## src/rtl/mce_bank_pkg.sv

```systemverilog
package mce_bank_pkg;
  localparam int DATA_W   = 64;
  localparam int ST_VAL   = 63;
  localparam int ST_OVR   = 62;
  localparam int ST_UC    = 61;
  localparam int ST_PCC   = 57;
  localparam int ST_SPEC  = 56;

  typedef enum logic [1:0] {
    SEL_CTL  = 2'd0,
    SEL_STAT = 2'd1,
    SEL_ADDR = 2'd2
  } reg_sel_e;
endpackage

```

## src/rtl/mce_ev_hold.sv

```systemverilog
module mce_ev_hold #(
  parameter int W = 8
) (
  input  logic         clk_i,
  input  logic         rst_ni,
  input  logic         hold_i,
  input  logic         in_v_i,
  input  logic [W-1:0] in_d_i,
  output logic         out_v_o,
  output logic [W-1:0] out_d_o
);
  logic         v_q;
  logic [W-1:0] d_q;

  // captures one event while a status write blocks logging; consumed the next free cycle
  always_ff @(posedge clk_i or negedge rst_ni) begin
    if (!rst_ni) begin
      v_q <= 1'b0;
      d_q <= '0;
    end else if (hold_i) begin
      if (!v_q && in_v_i) begin
        v_q <= 1'b1;
        d_q <= in_d_i;
      end
    end else begin
      v_q <= 1'b0;
    end
  end

  assign out_v_o = v_q;
  assign out_d_o = d_q;
endmodule

```

## src/rtl/mce_bank_core.sv

```systemverilog
module mce_bank_core
  import mce_bank_pkg::*;
#(
  parameter int ADDR_W = 48,
  parameter int CODE_W = 16,
  parameter int CTL_W  = 8,
  localparam int EV_W  = 4 + CODE_W + ADDR_W,
  localparam int IDX_W = (CTL_W > 1) ? $clog2(CTL_W) : 1
) (
  input  logic              clk_i,
  input  logic              rst_ni,
  input  logic              ev_v_i,
  input  logic [EV_W-1:0]   ev_d_i,
  input  logic              pd_v_i,
  input  logic [EV_W-1:0]   pd_d_i,
  input  logic              ctl_we_i,
  input  logic              stat_we_i,
  input  logic              addr_we_i,
  input  logic [DATA_W-1:0] wdata_i,
  output logic [CTL_W-1:0]  ctl_o,
  output logic [DATA_W-1:0] stat_o,
  output logic [ADDR_W-1:0] addr_o,
  output logic              mce_o
);
  typedef struct packed {
    logic              val;
    logic              ovr;
    logic              uc;
    logic              pcc;
    logic              spec;
    logic [CODE_W-1:0] code;
    logic [ADDR_W-1:0] addr;
  } rec_t;

  rec_t             rec_q, rec_a, rec_b, rec_d;
  logic [CTL_W-1:0] ctl_q;
  logic             mce_q, mce_d;

  function automatic rec_t step(rec_t s, logic v, logic [EV_W-1:0] d);
    rec_t n;
    logic uc, pcc, spec, dual, take;
    n = s;
    {uc, pcc, spec, dual} = d[EV_W-1 -: 4];
    // uncorrectable demand record is frozen; deferred speculative one yields to demand uc
    take = !s.val || !s.uc || (s.spec && uc && !spec);
    if (v) begin
      if (s.val || dual) n.ovr = 1'b1;
      if (take) begin
        n.val  = 1'b1;
        n.uc   = uc;
        n.pcc  = pcc;
        n.spec = uc & spec;
        n.code = d[ADDR_W +: CODE_W];
        n.addr = d[ADDR_W-1:0];
      end
    end
    return n;
  endfunction

  function automatic logic fire(logic v, logic [EV_W-1:0] d, logic [CTL_W-1:0] ctl);
    logic [IDX_W-1:0] idx;
    idx = d[ADDR_W +: IDX_W];
    return v && d[EV_W-1] && !d[EV_W-3] && ctl[idx];
  endfunction

  always_comb begin
    rec_a = step(rec_q, pd_v_i, pd_d_i);
    rec_b = step(rec_a, ev_v_i, ev_d_i);
    rec_d = rec_b;
    mce_d = fire(pd_v_i, pd_d_i, ctl_q) || fire(ev_v_i, ev_d_i, ctl_q);
    if (stat_we_i) begin
      rec_d      = rec_q;
      rec_d.val  = wdata_i[ST_VAL];
      rec_d.ovr  = wdata_i[ST_OVR];
      rec_d.uc   = wdata_i[ST_UC];
      rec_d.pcc  = wdata_i[ST_PCC];
      rec_d.spec = wdata_i[ST_SPEC];
      rec_d.code = wdata_i[CODE_W-1:0];
      mce_d      = 1'b0;
    end
    if (addr_we_i) rec_d.addr = wdata_i[ADDR_W-1:0];
  end

  always_ff @(posedge clk_i or negedge rst_ni) begin
    if (!rst_ni) begin
      rec_q <= '0;
      ctl_q <= '0;
      mce_q <= 1'b0;
    end else begin
      rec_q <= rec_d;
      mce_q <= mce_d;
      if (ctl_we_i) ctl_q <= wdata_i[CTL_W-1:0];
    end
  end

  always_comb begin
    stat_o                = '0;
    stat_o[ST_VAL]        = rec_q.val;
    stat_o[ST_OVR]        = rec_q.ovr;
    stat_o[ST_UC]         = rec_q.uc;
    stat_o[ST_PCC]        = rec_q.pcc;
    stat_o[ST_SPEC]       = rec_q.spec;
    stat_o[CODE_W-1:0]    = rec_q.code;
  end

  assign ctl_o  = ctl_q;
  assign addr_o = rec_q.addr;
  assign mce_o  = mce_q;

  logic unused_ok;
  assign unused_ok = ^{wdata_i[60:58], wdata_i[55:CODE_W]};


  a_r2_overflow_on_repeat: assert property (@(posedge clk_i) disable iff (!rst_ni)
    (ev_v_i && !stat_we_i && rec_q.val) |=> rec_q.ovr);

  a_r3_overflow_sticky: assert property (@(posedge clk_i) disable iff (!rst_ni)
    (rec_q.ovr && !stat_we_i) |=> rec_q.ovr);

  a_r4_uc_record_kept: assert property (@(posedge clk_i) disable iff (!rst_ni)
    (rec_q.val && rec_q.uc && !rec_q.spec && !stat_we_i && !addr_we_i)
      |=> ($stable(rec_q.code) && $stable(rec_q.addr) && rec_q.uc));

  a_r5_mce_needs_uc: assert property (@(posedge clk_i) disable iff (!rst_ni)
    mce_q |-> $past((ev_v_i && ev_d_i[EV_W-1]) || (pd_v_i && pd_d_i[EV_W-1])));

  a_r6_no_mce_when_disabled: assert property (@(posedge clk_i) disable iff (!rst_ni)
    mce_q |-> $past(ctl_q != '0));

  a_r11_mce_follows_event: assert property (@(posedge clk_i) disable iff (!rst_ni)
    mce_q |-> $past(ev_v_i || pd_v_i));
endmodule

```

## src/rtl/mce_reg_rd.sv

```systemverilog
module mce_reg_rd
  import mce_bank_pkg::*;
#(
  parameter int ADDR_W = 48,
  parameter int CTL_W  = 8
) (
  input  logic [1:0]        sel_i,
  input  logic [CTL_W-1:0]  ctl_i,
  input  logic [DATA_W-1:0] stat_i,
  input  logic [ADDR_W-1:0] addr_i,
  output logic [DATA_W-1:0] rdata_o
);
  always_comb begin
    unique case (sel_i)
      SEL_CTL:  rdata_o = {{(DATA_W-CTL_W){1'b0}}, ctl_i};
      SEL_STAT: rdata_o = stat_i;
      SEL_ADDR: rdata_o = {{(DATA_W-ADDR_W){1'b0}}, addr_i};
      default:  rdata_o = '0;
    endcase
  end
endmodule

```

## src/rtl/mce_log_bank.sv

```systemverilog
module mce_log_bank
  import mce_bank_pkg::*;
#(
  parameter int ADDR_W = 48,
  parameter int CODE_W = 16,
  parameter int CTL_W  = 8
) (
  input  logic              clk_i,
  input  logic              rst_ni,
  input  logic              err_valid_i,
  input  logic              err_uc_i,
  input  logic              err_pcc_i,
  input  logic              err_spec_i,
  input  logic              err_dual_i,
  input  logic [CODE_W-1:0] err_code_i,
  input  logic [ADDR_W-1:0] err_addr_i,
  input  logic              reg_we_i,
  input  logic [1:0]        reg_sel_i,
  input  logic [63:0]       reg_wdata_i,
  output logic [63:0]       reg_rdata_o,
  output logic              mce_req_o
);
  localparam int EV_W = 4 + CODE_W + ADDR_W;

  logic [EV_W-1:0]   ev_d, pd_d;
  logic              pd_v, ctl_we, stat_we, addr_we, ev_live;
  logic [CTL_W-1:0]  ctl;
  logic [DATA_W-1:0] stat;
  logic [ADDR_W-1:0] addr;

  assign ev_d    = {err_uc_i, err_pcc_i, err_spec_i, err_dual_i, err_code_i, err_addr_i};
  assign ctl_we  = reg_we_i && (reg_sel_i == SEL_CTL);
  assign stat_we = reg_we_i && (reg_sel_i == SEL_STAT);
  assign addr_we = reg_we_i && (reg_sel_i == SEL_ADDR);
  assign ev_live = err_valid_i && !stat_we;

  mce_ev_hold #(.W(EV_W)) u_hold (
    .clk_i   (clk_i),
    .rst_ni  (rst_ni),
    .hold_i  (stat_we),
    .in_v_i  (err_valid_i),
    .in_d_i  (ev_d),
    .out_v_o (pd_v),
    .out_d_o (pd_d)
  );

  mce_bank_core #(.ADDR_W(ADDR_W), .CODE_W(CODE_W), .CTL_W(CTL_W)) u_core (
    .clk_i     (clk_i),
    .rst_ni    (rst_ni),
    .ev_v_i    (ev_live),
    .ev_d_i    (ev_d),
    .pd_v_i    (pd_v && !stat_we),
    .pd_d_i    (pd_d),
    .ctl_we_i  (ctl_we),
    .stat_we_i (stat_we),
    .addr_we_i (addr_we),
    .wdata_i   (reg_wdata_i),
    .ctl_o     (ctl),
    .stat_o    (stat),
    .addr_o    (addr),
    .mce_o     (mce_req_o)
  );

  mce_reg_rd #(.ADDR_W(ADDR_W), .CTL_W(CTL_W)) u_rd (
    .sel_i   (reg_sel_i),
    .ctl_i   (ctl),
    .stat_i  (stat),
    .addr_i  (addr),
    .rdata_o (reg_rdata_o)
  );


  a_r10_write_blocks_mce: assert property (@(posedge clk_i) disable iff (!rst_ni)
    stat_we |=> !mce_req_o);
endmodule

```

## config.mk

```make
export PLATFORM = sky130hd
export DESIGN_NAME = mce_log_bank
export DESIGN_NICKNAME = d
export VERILOG_FILES = /design/src/rtl/mce_bank_pkg.sv /design/src/rtl/mce_ev_hold.sv /design/src/rtl/mce_bank_core.sv /design/src/rtl/mce_reg_rd.sv /design/src/rtl/mce_log_bank.sv
export SDC_FILE = /design/constraint.sdc
export NUM_CORES = 1
export LEC_CHECK = 0
export BUFFER_PORTS_ARGS = -buffer_cell sky130_fd_sc_hd__clkbuf_2
export CAP_MARGIN = 20
export CORE_ASPECT_RATIO = 1.4
export CORE_MARGIN = 2
export CORE_UTILIZATION = 55
export CTS_BUF_LIST = sky130_fd_sc_hd__clkbuf_8
export DETAILED_ROUTE_END_ITERATION = 7
export PLACE_DENSITY = 0.81
export SLEW_MARGIN = 25
export SYNTH_ARGS = -nofsm -noshare
export SYNTH_HDL_FRONTEND = slang
export SYNTH_HIERARCHICAL = 1
export SYNTH_SLANG_ARGS = --single-unit
```

## constraint.sdc

```tcl
create_clock -name clk_i -period 3.6 [get_ports clk_i]
set_input_delay 0 -clock clk_i [delete_from_list [all_inputs] [get_ports clk_i]]
set_output_delay 0 -clock clk_i [all_outputs]
set_load 0.01 [all_outputs]
```

==> results of run 1 <==
synthesized netlist by cell type (all sizes together) (2+ instances only):
cell type  instances  area, um^2
dfrtp            147        3679
buf               95       742.0
mux2              77       942.2
a21oi             68       340.3
a2111oi           65       882.1
and3              65       406.6
o31ai             65       738.2
a22oi             49       367.9
clkbuf            41       158.9
a22o              40       350.3
nand2             22       82.58
and2              19       118.9
mux2i             10       100.1
o2bb2ai            8       70.07
mux4               4       90.09
nand3b             4       55.05
nor2               4       15.01
nor2b              4       35.03
inv                3       11.26
a221oi             2       23.77
o21a               2       15.01
o21ai              2       10.01
o32a               2       20.02
worst register-to-register path, cell delays in order, from the launching register on:
cell and delay, ns:
sky130_fd_sc_hd__dfrtp_1 0.39, sky130_fd_sc_hd__and2_1 0.23, sky130_fd_sc_hd__a21bo_4 0.57, sky130_fd_sc_hd__a221o_2 0.66
sky130_fd_sc_hd__buf_12 0.27, sky130_fd_sc_hd__a21oi_1 0.12, sky130_fd_sc_hd__o31ai_2 0.28, sky130_fd_sc_hd__dlygate4sd3_1 0.60
area by class of cell:
| class | instances | area [um^2] | share of cell area |
|---|---|---|---|
| multi-input cells | 565 | 4961 | 0.4126 |
| repair buffers | 353 | 2666 | 0.2217 |
| clock inverters | 11 | 158.9 | 0.01322 |
| clock buffers | 21 | 289.0 | 0.02404 |
| diodes | 2 | 5.005 | 0.0004162 |
| inverters | 3 | 11.26 | 0.0009365 |
| flip-flops and latches | 147 | 3679 | 0.3059 |
| well taps | 203 | 254.0 | 0.02112 |
power breakdown:
| part | switching, mW | internal (mW) | leakage, nW |
|---|---|---|---|
| combinational | 0.877 | 1.11 | 3.38 |
| sequential | 0.335 | 2.07 | 1.75 |
| clock | 0.638 | 0.821 | 0.228 |
| total | 1.85 | 4.00 | 5.37 |
kinds of logic (layout without fill, tap and decap cells):
| logic type | Yosys count | after routing | synth area share |
|---|---|---|---|
| mux | 91 | 91 | 0.1211 |
| buf+inv | 139 | 388 | 0.09754 |
| compound gates | 307 | 307 | 0.3063 |
| other cells | 1 | 45 | 0.0004010 |
| simple gates | 124 | 124 | 0.08135 |
| flops | 147 | 147 | 0.3934 |
placed cells by master, fill, tap and decap left out, types with 5 or more instances in the layout:
cell                            instances
sky130_fd_sc_hd__o31ai_2               50
sky130_fd_sc_hd__clkbuf_2             179
sky130_fd_sc_hd__clkbuf_8              22
sky130_fd_sc_hd__dlygate4sd3_1        153
sky130_fd_sc_hd__conb_1                43
sky130_fd_sc_hd__a22o_1                40
sky130_fd_sc_hd__a2111oi_0             15
sky130_fd_sc_hd__mux2_2                57
sky130_fd_sc_hd__and2_1                18
sky130_fd_sc_hd__buf_12                 6
sky130_fd_sc_hd__a21oi_1               68
sky130_fd_sc_hd__mux2_4                20
sky130_fd_sc_hd__o31ai_1               15
sky130_fd_sc_hd__inv_1                  5
sky130_fd_sc_hd__buf_4                 14
sky130_fd_sc_hd__dfrtp_1              147
sky130_fd_sc_hd__o2bb2ai_1              8
sky130_fd_sc_hd__nand2_1               20
sky130_fd_sc_hd__and3_1                65
sky130_fd_sc_hd__mux2i_1               10
sky130_fd_sc_hd__a22oi_1               49
sky130_fd_sc_hd__a2111oi_2             50
worst paths after layout:
check                                                from                             end  slack, ns  cells after the start
setup / recovery               u_hold/out_v_o$_DFFE_PN0P_   u_core/addr_o[42]$_DFFE_PN0P_       0.41                      7
hold / removal                                   reg_we_i     u_core/stat_o[63]$_DFF_PN0_       0.05                      4
setup reg to reg               u_hold/out_v_o$_DFFE_PN0P_   u_core/addr_o[42]$_DFFE_PN0P_       0.41                      7
hold reg to reg            u_hold/out_d_o[28]$_DFFE_PN0P_  u_hold/out_d_o[28]$_DFFE_PN0P_       0.51                      1
max in group asynchronous                          rst_ni     u_core/stat_o[10]$_DFF_PN0_       2.51                      3
min in group asynchronous                          rst_ni  u_hold/out_d_o[19]$_DFFE_PN0P_       0.20                      2
sequential cells by signal (all words and copies together), names as in the netlist:
name / flops
u_core/addr_o: 48
u_core/mce_o: 1
u_hold/out_d_o: 68
u_hold/out_v_o: 1
u_core/stat_o: 21
u_core/ctl_o: 8
timing repair:
item | 4_1_cts | 5_1_grt
endpoints found under the hold margin | 246 | 0
setup endpoints to repair | 0 | 0
hold buffers | 153 | 0
gates resized for setup | 0 | 0
setup buffers | 0 | 0
metal layers:
metal	up-vias	global-route usage	share of wire	wire (um)
met3	123	0.06053	0.086	2603
met1	4169	0.4200	0.38	11370
met2	593	0.5519	0.49	14800
li1	3629	-	-	-
met4	0	0.1672	0.045	1360
met5	-	0	0	0
==> impl_summary.txt, run 1 <==
----------------------------------------------------
[Status]
  Result of the run ... completed

[Routing]
  Via/cell ratio ... 6.524
  Residual DRC ... 0
  Count of nets left with antenna violations after detail routing ... 0
  Final wirelength ... 30,130 um
  Routed wirelength normalized by instance count ... 23.09 um
  Detailed Routing Iterations Pass 1 ... 5
  Initial drt markers ... 922
  Vias post-DR ... 8,514

[Setup path]
  Crit. End Element ... flop
  Critical path start-end classification ... flop to flop
  CP max stage cell ... sky130_fd_sc_hd__a221o_2
  Top delay family on crit path ... compound AO/OA/AOI/OAI gates
  Kind of launch point of the worst setup path ... flop
  Worst-path maximum fanout ... 41
  Arrival time at the worst endpoint ... 3.58 ns
  Buffering stage count on the worst path with inverters included ... 2
  Slowest cell delay on critical path ... 0.65 ns
  Series of cell instances along the critical path ... and2_1 -> a21bo_4 -> a221o_2 -> buf_12 -> a21oi_1 -> o31ai_2 -> dlygate4sd3_1
  Worst endpoint required time ... 4.00 ns

[Cells and area]
  Area growth, synth to finish ... 28.58%
  Share of cells above drive strength 1 ... 0.3882
  Final cell count without fillers ... 1,305
  Count of fill cells added during filler insertion ... 1,129
  Net count reported at finish ... 1,225
  Final Instance Area ... 0.01202 mm^2
  Final core utilization ... 0.7210

[Placement]
  Post-Place Setup Slack ... 0.9136 ns
  Gpl congestion ... 0.8719
  Number of cells after detailed placement ... 1,118
  PortBufs ... 180
  Instance area at placement ... 0.01004 mm^2
  Half-perimeter wire length after placement ... 16,470 um

[Logic synthesis]
  Number of flip-flops and latches in the synthesized netlist ... 147
  Cells after Synth ... 809
  Yosys warning count ... 6
  Post-synthesis async set-or-reset flop share ... 1.000
  Distinct cell type count after synthesis ... 46
  Post-synthesis instance area ... 0.009351 mm^2
  Sequential-to-total area share from yosys stat ... 0.3934
  Syn Area/Cell ... 11.56 um^2
  Leading register cell type out of synthesis ... sky130_fd_sc_hd__dfrtp_1
  Number of flops mapped to enable cells by yosys ... 0

[Timing]
  Final-report max-slew violation count ... 0
  Transition time at the pin with the least slew margin ... 1.062 ns
  Final number of hold-violating endpoints ... 0
  Rel. slew slack ... 0.2903
  Final-layout worst hold slack ... 0.04583 ns
  Endpoints failing setup ... 0
  Fmax ... 0.3137 GHz
  Unrepaired setup endpoints after global routing ... no
  Setup Skew ... 0.01255 ns
  Final critical-path setup slack ... 0.4122 ns
  Sum of negative setup slack ... 0 ns
  Final worst path period need ... 3.188 ns
  Period utilisation layout ... 0.8855

[Global routing]
  Overall track demand over capacity in global routing ... 0.3334
  Initial antenna violation count ... 2
  Leftover overflow at the end of global routing ... 0
  Via count of the first global-routing pass ... 8,653
  Wire length of the first global-routing pass ... 46,840 um
  Largest net degree at the start of global routing ... 103

[Clock tree]
  Source-to-sink clock delay at the later pin of the worst-skew pair ... 0.46 ns
  Num CTS Buffers ... 17
  H-tree Lvls ... 4
  Clock transition at path regs ... 0.08 ns
  Clock sink count ... 147
  CTS root buffer ... sky130_fd_sc_hd__clkbuf_8
  TritonCTS clock tree ... yes
  Maximum clock insertion buffer count ... 2

[Power]
  Peak supply drop ... 0.0002916 V
  Total power per unit cell area ... 486.4 mW/mm^2
  Post-route total power ... 5.848 mW
  Leakage component of the power ... 5.365 nW

[Floorplan]
  Height of the die ... 158.3 um
  Die width ... 114.2 um
  IO Count ... 203
  Die outline area ... 0.01808 mm^2
  Area of the placeable core ... 0.01668 mm^2
  Standard-cell rows ... 56
  Starting density of the core ... 0.5608

[Run]
  Number of max-cap violations ... 0

[Worst hold path]
  Kind of path behind the tightest hold check ... input port to flop

----------------------------------------------------
Power figures use the tool's default switching activity.
==> run 2, diff against run 1 <==
--- a/config.mk
+++ b/config.mk
@@ -9,10 +9,10 @@
 export CAP_MARGIN = 20
 export CORE_ASPECT_RATIO = 1.4
 export CORE_MARGIN = 2
-export CORE_UTILIZATION = 55
+export CORE_UTILIZATION = 30
 export CTS_BUF_LIST = sky130_fd_sc_hd__clkbuf_8
 export DETAILED_ROUTE_END_ITERATION = 7
-export PLACE_DENSITY = 0.81
+export HOLD_SLACK_MARGIN = 0.08
 export SLEW_MARGIN = 25
 export SYNTH_ARGS = -nofsm -noshare
 export SYNTH_HDL_FRONTEND = slang
==> constraint.sdc (replaced) <==
create_clock -name clk_i -period 3.6 [get_ports clk_i]
set_input_delay 0.72 -clock clk_i [delete_from_list [all_inputs] [get_ports clk_i]]
set_output_delay 0.72 -clock clk_i [all_outputs]
set_load 0.01 [all_outputs]
==> impl_summary.txt, run 2 (synthesized netlist as in run 1, its figures left out) <==
----------------------------------------------------
[Timing]
  Period utilisation layout ... 0.7769 (was 0.8855)
  Unrepaired setup endpoints after global routing ... no (unchanged)
  Final-report max-slew violation count ... 0 (unchanged)
  Setup Skew ... 0.01623 ns (was 0.01255 ns)
  Endpoints failing setup ... 0 (unchanged)
  Rel. slew slack ... 0.5264 (was 0.2903)
  Final number of hold-violating endpoints ... 0 (unchanged)
  Final critical-path setup slack ... 0.8032 ns (was 0.4122 ns)
  Sum of negative setup slack ... 0 ns (unchanged)
  Transition time at the pin with the least slew margin ... 0.7104 ns (was 1.062 ns)
  Final-layout worst hold slack ... 0.2617 ns (was 0.04583 ns)
  Fmax ... 0.3576 GHz (was 0.3137 GHz)
  Final worst path period need ... 2.797 ns (was 3.188 ns)

[Floorplan]
  Standard-cell rows ... 76 (was 56)
  Die outline area ... 0.03262 mm^2 (was 0.01808 mm^2)
  Height of the die ... 212.9 um (was 158.3 um)
  Starting density of the core ... 0.3045 (was 0.5608)
  Die width ... 153.2 um (was 114.2 um)
  Area of the placeable core ... 0.03071 mm^2 (was 0.01668 mm^2)
  IO Count ... 203 (unchanged)

[Worst hold path]
  Kind of path behind the tightest hold check ... input port to asynchronous set/reset pin (was input port to flop)

[Global routing]
  Wire length of the first global-routing pass ... 46,310 um (was 46,840 um)
  Initial antenna violation count ... 0 (was 2)
  Via count of the first global-routing pass ... 7,851 (was 8,653)
  Largest net degree at the start of global routing ... 72 (was 103)
  Overall track demand over capacity in global routing ... 0.1853 (was 0.3334)
  Leftover overflow at the end of global routing ... 0 (unchanged)

[Routing]
  Via/cell ratio ... 5.487 (was 6.524)
  Initial drt markers ... 415 (was 922)
  Detailed Routing Iterations Pass 1 ... 4 (was 5)
  Residual DRC ... 0 (unchanged)
  Final wirelength ... 30,110 um (was 30,130 um)
  Routed wirelength normalized by instance count ... 22.27 um (was 23.09 um)
  Count of nets left with antenna violations after detail routing ... 0 (unchanged)
  Vias post-DR ... 7,418 (was 8,514)

[Run]
  Number of max-cap violations ... 0 (unchanged)

[Setup path]
  Slowest cell delay on critical path ... 0.60 ns (was 0.65 ns)
  Critical path launch point ... reg_sel_i[0] (was u_hold/out_v_o$_DFFE_PN0P_)
  Worst reg2reg startpoint ... u_hold/out_v_o$_DFFE_PN0P_ (unchanged)
  Series of cell instances along the critical path ... clkbuf_2 -> nor2b_4 -> a22o_1 -> clkbuf_2 (was and2_1 -> a21bo_4 -> a221o_2 -> buf_12 -> a21oi_1 -> o31ai_2 -> dlygate4sd3_1)
  Critical path start-end classification ... input port to output pin (was flop to flop)
  Reg-to-reg slack, setup ... 1.39 ns (was 0.41 ns)
  Crit Reg-Reg Endpoint ... u_core/addr_o[34]$_DFFE_PN0P_ (was u_core/addr_o[42]$_DFFE_PN0P_)
  Worst-path maximum fanout ... 18 (was 41)
  Reg2Reg Depth ... 7 (unchanged)
  Arrival time at the worst endpoint ... 2.08 ns (was 3.58 ns)
  Crit. End Element ... output pin (was flop)
  Crit path capture ... reg_rdata_o[9] (was u_core/addr_o[42]$_DFFE_PN0P_)
  Kind of launch point of the worst setup path ... input port (was flop)
  Most numerous cell on the critical path ... sky130_fd_sc_hd__clkbuf_2
  Worst endpoint required time ... 2.88 ns (was 4.00 ns)
  CP max stage cell ... sky130_fd_sc_hd__nor2b_4 (was sky130_fd_sc_hd__a221o_2)

[Clock tree]
  H-tree Lvls ... 4 (unchanged)
  Post-CTS setup-driven buffer insertion count ... 0 (unchanged)
  Cts repair resizes ... 0 (unchanged)
  Clock transition at path regs ... 0.09 ns (was 0.08 ns)
  Clock sink count ... 147 (unchanged)
  Num CTS Buffers ... 17 (unchanged)
  TritonCTS clock tree ... yes (unchanged)
  CTS root buffer ... sky130_fd_sc_hd__clkbuf_8 (unchanged)
  Source-to-sink clock delay at the later pin of the worst-skew pair ... 0.49 ns (was 0.46 ns)
  Maximum clock insertion buffer count ... 2 (unchanged)
  CTS Hold Buffers Added ... 0 (was 153)

[Placement]
  Post-Place Setup Slack ... 0.5637 ns (was 0.9136 ns)
  PortBufs ... 180 (unchanged)
  Gpl congestion ... 0.7514 (was 0.8719)
  Number of cells after detailed placement ... 1,320 (was 1,118)
  Half-perimeter wire length after placement ... 19,400 um (was 16,470 um)

[Cells and area]
  Highest-count cells in the layout ignoring fill and taps ... 179 x sky130_fd_sc_hd__clkbuf_2, 147 x sky130_fd_sc_hd__dfrtp_1, 68 x sky130_fd_sc_hd__a21oi_1 (was 179 x sky130_fd_sc_hd__clkbuf_2, 153 x sky130_fd_sc_hd__dlygate4sd3_1, 147 x sky130_fd_sc_hd__dfrtp_1)
  Share of cells above drive strength 1 ... 0.4615 (was 0.3882)
  Final cell count without fillers ... 1,352 (was 1,305)
  Largest register FFs ... 68 (unchanged)
  Area growth, synth to finish ... 16.34% (was 28.58%)
  Most common library cell in the layout ignoring fill and taps ... sky130_fd_sc_hd__clkbuf_2 (unchanged)
  Antenna Cells ... 0 (was 2)
  Net count reported at finish ... 1,087 (was 1,225)
  Count of fill cells added during filler insertion ... 3,049 (was 1,129)

[Power]
  Post-route total power ... 5.535 mW (was 5.848 mW)
  Total power per unit cell area ... 508.8 mW/mm^2 (was 486.4 mW/mm^2)
  Leakage component of the power ... 4.799 nW (was 5.365 nW)
  Peak supply drop ... 0.0002922 V (was 0.0002916 V)

[Status]
  Result of the run ... completed (unchanged)

----------------------------------------------------
-- run 2: changes by cell type in the layout (fill, tap and decap cells not counted), moves of 2 or more --
cell                            delta
sky130_fd_sc_hd__diode_2           -2
sky130_fd_sc_hd__clkbuf_8          -3
sky130_fd_sc_hd__dlygate4sd3_1   -153
sky130_fd_sc_hd__inv_6             +3
sky130_fd_sc_hd__buf_4            +10
sky130_fd_sc_hd__buf_12            +5
sky130_fd_sc_hd__inv_1             -3
sky130_fd_sc_hd__clkinv_4          +3
-- run 2: routing by layer --
layer,up-vias,share of wire,global-route usage
met4,0,0.021,0.07471
met2,223,0.53,0.3373
met5,-,0,0
li1,3360,-,-
met1,3801,0.40,0.2144
met3,34,0.045,0.03349
-- run 2: report_power, final --
part	leakage, nW	switching [mW]	total [mW]	internal, mW
combinational	2.83	0.781	1.69	0.911
sequential	1.75	0.308	2.38	2.07
clock	0.215	0.730	1.46	0.735
-- run 2: how the worst min path moves through the flow --
stage                                    from                        endpoint  slack, ns
6_report                               rst_ni  u_hold/out_d_o[12]$_DFFE_PN0P_       0.26
5_1_grt                                rst_ni  u_hold/out_d_o[12]$_DFFE_PN0P_       0.28
4_1_cts                                rst_ni  u_hold/out_d_o[62]$_DFFE_PN0P_       0.25
3_5_place_dp   u_hold/out_d_o[30]$_DFFE_PN0P_  u_hold/out_d_o[30]$_DFFE_PN0P_       0.49
3_3_place_gp   u_hold/out_d_o[28]$_DFFE_PN0P_  u_hold/out_d_o[28]$_DFFE_PN0P_       0.48
2_1_floorplan                          rst_ni    u_core/addr_o[0]$_DFFE_PN0P_       0.42
-- run 2: area by class of cell --
class	instances	area (um^2)	share of cell area
Clock buffer	19	261.5	0.02404
Clock inverter	13	173.9	0.01599
Inverter	3	11.26	0.001035
Timing Repair Buffer	215	1308	0.1202
Sequential cell	147	3679	0.3381
Tap cell	390	488.0	0.04485
Multi-Input combinational cell	565	4959	0.4558
-- run 2: worst max-delay path: cells and delay by family --
kind | cells | cell delay (ns)
and+or+nand+nor | 1 | 0.60
buffers and inverters | 2 | 0.43
AOI/OAI and AO/OA | 1 | 0.30
-- run 2: through the flow --
step | cell area [um^2] | util
2_1_floorplan | 9509 | -
3_3_place_gp | 10440 | 0.3400
3_5_place_dp | 10440 | 0.3400
4_1_cts | 10880 | 0.3542
5_1_grt | 10880 | 0.3542
6_report | 10880 | 0.3542
==> run 3, diff against run 2 <==
==> constraint.sdc (replaced) <==
create_clock -name clk_i -period 2.92 [get_ports clk_i]
set_input_delay 0.584 -clock clk_i [delete_from_list [all_inputs] [get_ports clk_i]]
set_output_delay 0.584 -clock clk_i [all_outputs]
set_load 0.01 [all_outputs]
==> impl_summary.txt, run 3 (synthesized netlist as in run 1, its figures left out) <==
----------------------------------------------------
[Status]
  Result of the run ... completed (unchanged)

[Floorplan]
  Starting density of the core ... 0.3045 (unchanged)
  IO Count ... 203 (unchanged)
  Die outline area ... 0.03262 mm^2 (unchanged)
  Height of the die ... 212.9 um (unchanged)
  Die width ... 153.2 um (unchanged)
  Standard-cell rows ... 76 (unchanged)
  Area of the placeable core ... 0.03071 mm^2 (unchanged)

[Timing]
  Final-report max-slew violation count ... 0 (unchanged)
  Final worst path period need ... 2.361 ns
  Fmax ... 0.4235 GHz
  Period utilisation layout ... 0.8087
  Transition time at the pin with the least slew margin ... 0.9347 ns (was 0.7104 ns)
  Final-layout worst hold slack ... 0.3084 ns (was 0.2617 ns)
  Final number of hold-violating endpoints ... 0 (unchanged)
  Final critical-path setup slack ... 0.5586 ns (was 0.8032 ns)
  Sum of negative setup slack ... 0 ns (unchanged)
  Rel. slew slack ... 0.3768 (was 0.5264)
  Setup Skew ... 0.01644 ns (was 0.01623 ns)
  Endpoints failing setup ... 0 (unchanged)
  Unrepaired setup endpoints after global routing ... no (unchanged)

[Clock tree]
  TritonCTS clock tree ... yes (unchanged)
  Clock transition at path regs ... 0.08 ns (was 0.09 ns)
  Clock sink count ... 147 (unchanged)
  Post-CTS setup-driven buffer insertion count ... 0 (unchanged)
  H-tree Lvls ... 4 (unchanged)
  CTS root buffer ... sky130_fd_sc_hd__clkbuf_8 (unchanged)
  Num CTS Buffers ... 17 (unchanged)
  Maximum clock insertion buffer count ... 2 (unchanged)
  Source-to-sink clock delay at the later pin of the worst-skew pair ... 0.50 ns (was 0.49 ns)

[Setup path]
  Slowest cell delay on critical path ... 0.26 ns (was 0.60 ns)
  Critical path launch point ... reg_sel_i[0] (unchanged)
  Worst-path maximum fanout ... 29 (was 18)
  Kind of launch point of the worst setup path ... input port (unchanged)
  Top delay family on crit path ... buffers and inverters (was simple AND/OR/NAND/NOR gates)
  Series of cell instances along the critical path ... clkbuf_2 -> buf_4 -> nor2b_4 -> buf_12 -> a22o_1 -> clkbuf_2 (was clkbuf_2 -> nor2b_4 -> a22o_1 -> clkbuf_2)
  Most numerous cell on the critical path ... sky130_fd_sc_hd__clkbuf_2 (unchanged)
  Buffering stage count on the worst path with inverters included ... 4 (was 2)
  Worst endpoint required time ... 2.34 ns (was 2.88 ns)
  Crit Reg-Reg Endpoint ... u_core/addr_o[2]$_DFFE_PN0P_ (was u_core/addr_o[34]$_DFFE_PN0P_)
  Crit path capture ... reg_rdata_o[9] (unchanged)
  CP max stage cell ... sky130_fd_sc_hd__buf_4 (was sky130_fd_sc_hd__nor2b_4)
  Reg-to-reg slack, setup ... 0.73 ns (was 1.39 ns)
  Worst reg2reg startpoint ... u_hold/out_v_o$_DFFE_PN0P_ (unchanged)
  Reg2Reg Depth ... 6 (was 7)
  Arrival time at the worst endpoint ... 1.78 ns (was 2.08 ns)
  Stages on the worst setup path ... 6 (was 4)
  Critical path start-end classification ... input port to output pin (unchanged)
  Crit. End Element ... output pin (unchanged)

[Routing]
  Vias post-DR ... 7,375 (was 7,418)
  Initial drt markers ... 423 (was 415)
  Via/cell ratio ... 5.451 (was 5.487)
  Residual DRC ... 0 (unchanged)
  Routed wirelength normalized by instance count ... 22.04 um (was 22.27 um)
  Count of nets left with antenna violations after detail routing ... 0 (unchanged)
  Final wirelength ... 29,820 um (was 30,110 um)
  Detailed Routing Iterations Pass 1 ... 4 (unchanged)

[Global routing]
  Leftover overflow at the end of global routing ... 0 (unchanged)
  Wire length of the first global-routing pass ... 45,750 um (was 46,310 um)
  Via count of the first global-routing pass ... 7,672 (was 7,851)
  Largest net degree at the start of global routing ... 51 (was 72)
  Overall track demand over capacity in global routing ... 0.1836 (was 0.1853)
  Initial antenna violation count ... 1 (was 0)

[Worst hold path]
  Kind of path behind the tightest hold check ... input port to flop (was input port to asynchronous set/reset pin)

[Cells and area]
  Net count reported at finish ... 1,087 (unchanged)
  Final core utilization ... 0.3547 (was 0.3542)
  Highest-count cells in the layout ignoring fill and taps ... 179 x sky130_fd_sc_hd__clkbuf_2, 147 x sky130_fd_sc_hd__dfrtp_1, 68 x sky130_fd_sc_hd__a21oi_1 (unchanged)
  Share of cells above drive strength 1 ... 0.4605 (was 0.4615)
  Most common library cell in the layout ignoring fill and taps ... sky130_fd_sc_hd__clkbuf_2 (unchanged)
  Final cell count without fillers ... 1,353 (was 1,352)
  Final Instance Area ... 0.01090 mm^2 (was 0.01088 mm^2)
  Area growth, synth to finish ... 16.51% (was 16.34%)
  Count of fill cells added during filler insertion ... 3,108 (was 3,049)
  Largest register FFs ... 68 (unchanged)

[Placement]
  Post-Place Setup Slack ... 0.2283 ns (was 0.5637 ns)
  PortBufs ... 180 (unchanged)
  Gpl congestion ... 0.7602 (was 0.7514)
  Instance area at placement ... 0.01044 mm^2 (about the same)
  Number of cells after detailed placement ... 1,319 (was 1,320)
  Half-perimeter wire length after placement ... 18,960 um (was 19,400 um)

[Run]
  Number of max-cap violations ... 0 (unchanged)

[Power]
  Post-route total power ... 6.879 mW (was 5.535 mW)
  Total power per unit cell area ... 631.3 mW/mm^2 (was 508.8 mW/mm^2)
  Leakage component of the power ... 4.806 nW (was 4.799 nW)
  Peak supply drop ... 0.0002245 V (was 0.0002922 V)

----------------------------------------------------
## run 3: changes by cell type in the layout (fill, tap and decap cells not counted)
cell / change
sky130_fd_sc_hd__bufinv_16: +1
sky130_fd_sc_hd__clkinvlp_4: -1
sky130_fd_sc_hd__inv_6: +1
sky130_fd_sc_hd__diode_2: +1
sky130_fd_sc_hd__buf_4: -1
sky130_fd_sc_hd__clkbuf_8: -1
sky130_fd_sc_hd__dlygate4sd3_1: +1
sky130_fd_sc_hd__clkinv_2: +1
sky130_fd_sc_hd__inv_8: -1
## run 3: metal layers
metal | GRT usage | vias up | wire, um
met3 | 0.03998 | 30 | 1500
met2 | 0.3270 | 231 | 15510
met1 | 0.2188 | 3762 | 12280
met4 | 0.06226 | 0 | 532
met5 | 0 | - | 0
li1 | - | 3352 | -
## run 3: where the power goes
group	total [mW]	internal (mW)	switching (mW)
logic	2.09	1.12	0.969
clock network	1.86	0.964	0.892
registers	2.93	2.55	0.377
## run 3: tightest hold or removal path, stage by stage
cell,delay [ns]
sky130_fd_sc_hd__clkbuf_2,0.08
sky130_fd_sc_hd__inv_1,0.04
sky130_fd_sc_hd__a21oi_1,0.05
## run 3: layout make-up
type | instances | area, um^2 | area share
multi-input cells | 565 | 4959 | 0.4551
flip-flops and latches | 147 | 3679 | 0.3376
repair buffers | 215 | 1310 | 0.1202
well taps | 390 | 488.0 | 0.04479
clock buffers | 18 | 247.7 | 0.02274
clock inverters | 14 | 198.9 | 0.01826
inverters | 3 | 11.26 | 0.001034
diodes | 1 | 2.502 | 0.0002297
## run 3: worst min path at each step
stage / startpoint / end / slack (ns) / depth (start not counted)
floorplan: rst_ni / u_core/addr_o[0]$_DFFE_PN0P_ / 0.29 / 0
global placement: u_hold/out_d_o[32]$_DFFE_PN0P_ / u_hold/out_d_o[32]$_DFFE_PN0P_ / 0.48 / 1
detailed placement: u_hold/out_d_o[29]$_DFFE_PN0P_ / u_hold/out_d_o[29]$_DFFE_PN0P_ / 0.49 / 1
CTS: reg_wdata_i[63] / u_core/stat_o[63]$_DFF_PN0_ / 0.25 / 3
global route: reg_wdata_i[63] / u_core/stat_o[63]$_DFF_PN0_ / 0.27 / 3
finish: reg_wdata_i[63] / u_core/stat_o[63]$_DFF_PN0_ / 0.31 / 3
## run 3: repair_timing
item                                   4_1_cts  5_1_grt
hold buffers                                 1        0
resized for setup                            0        0
endpoints found under the hold margin       47        0
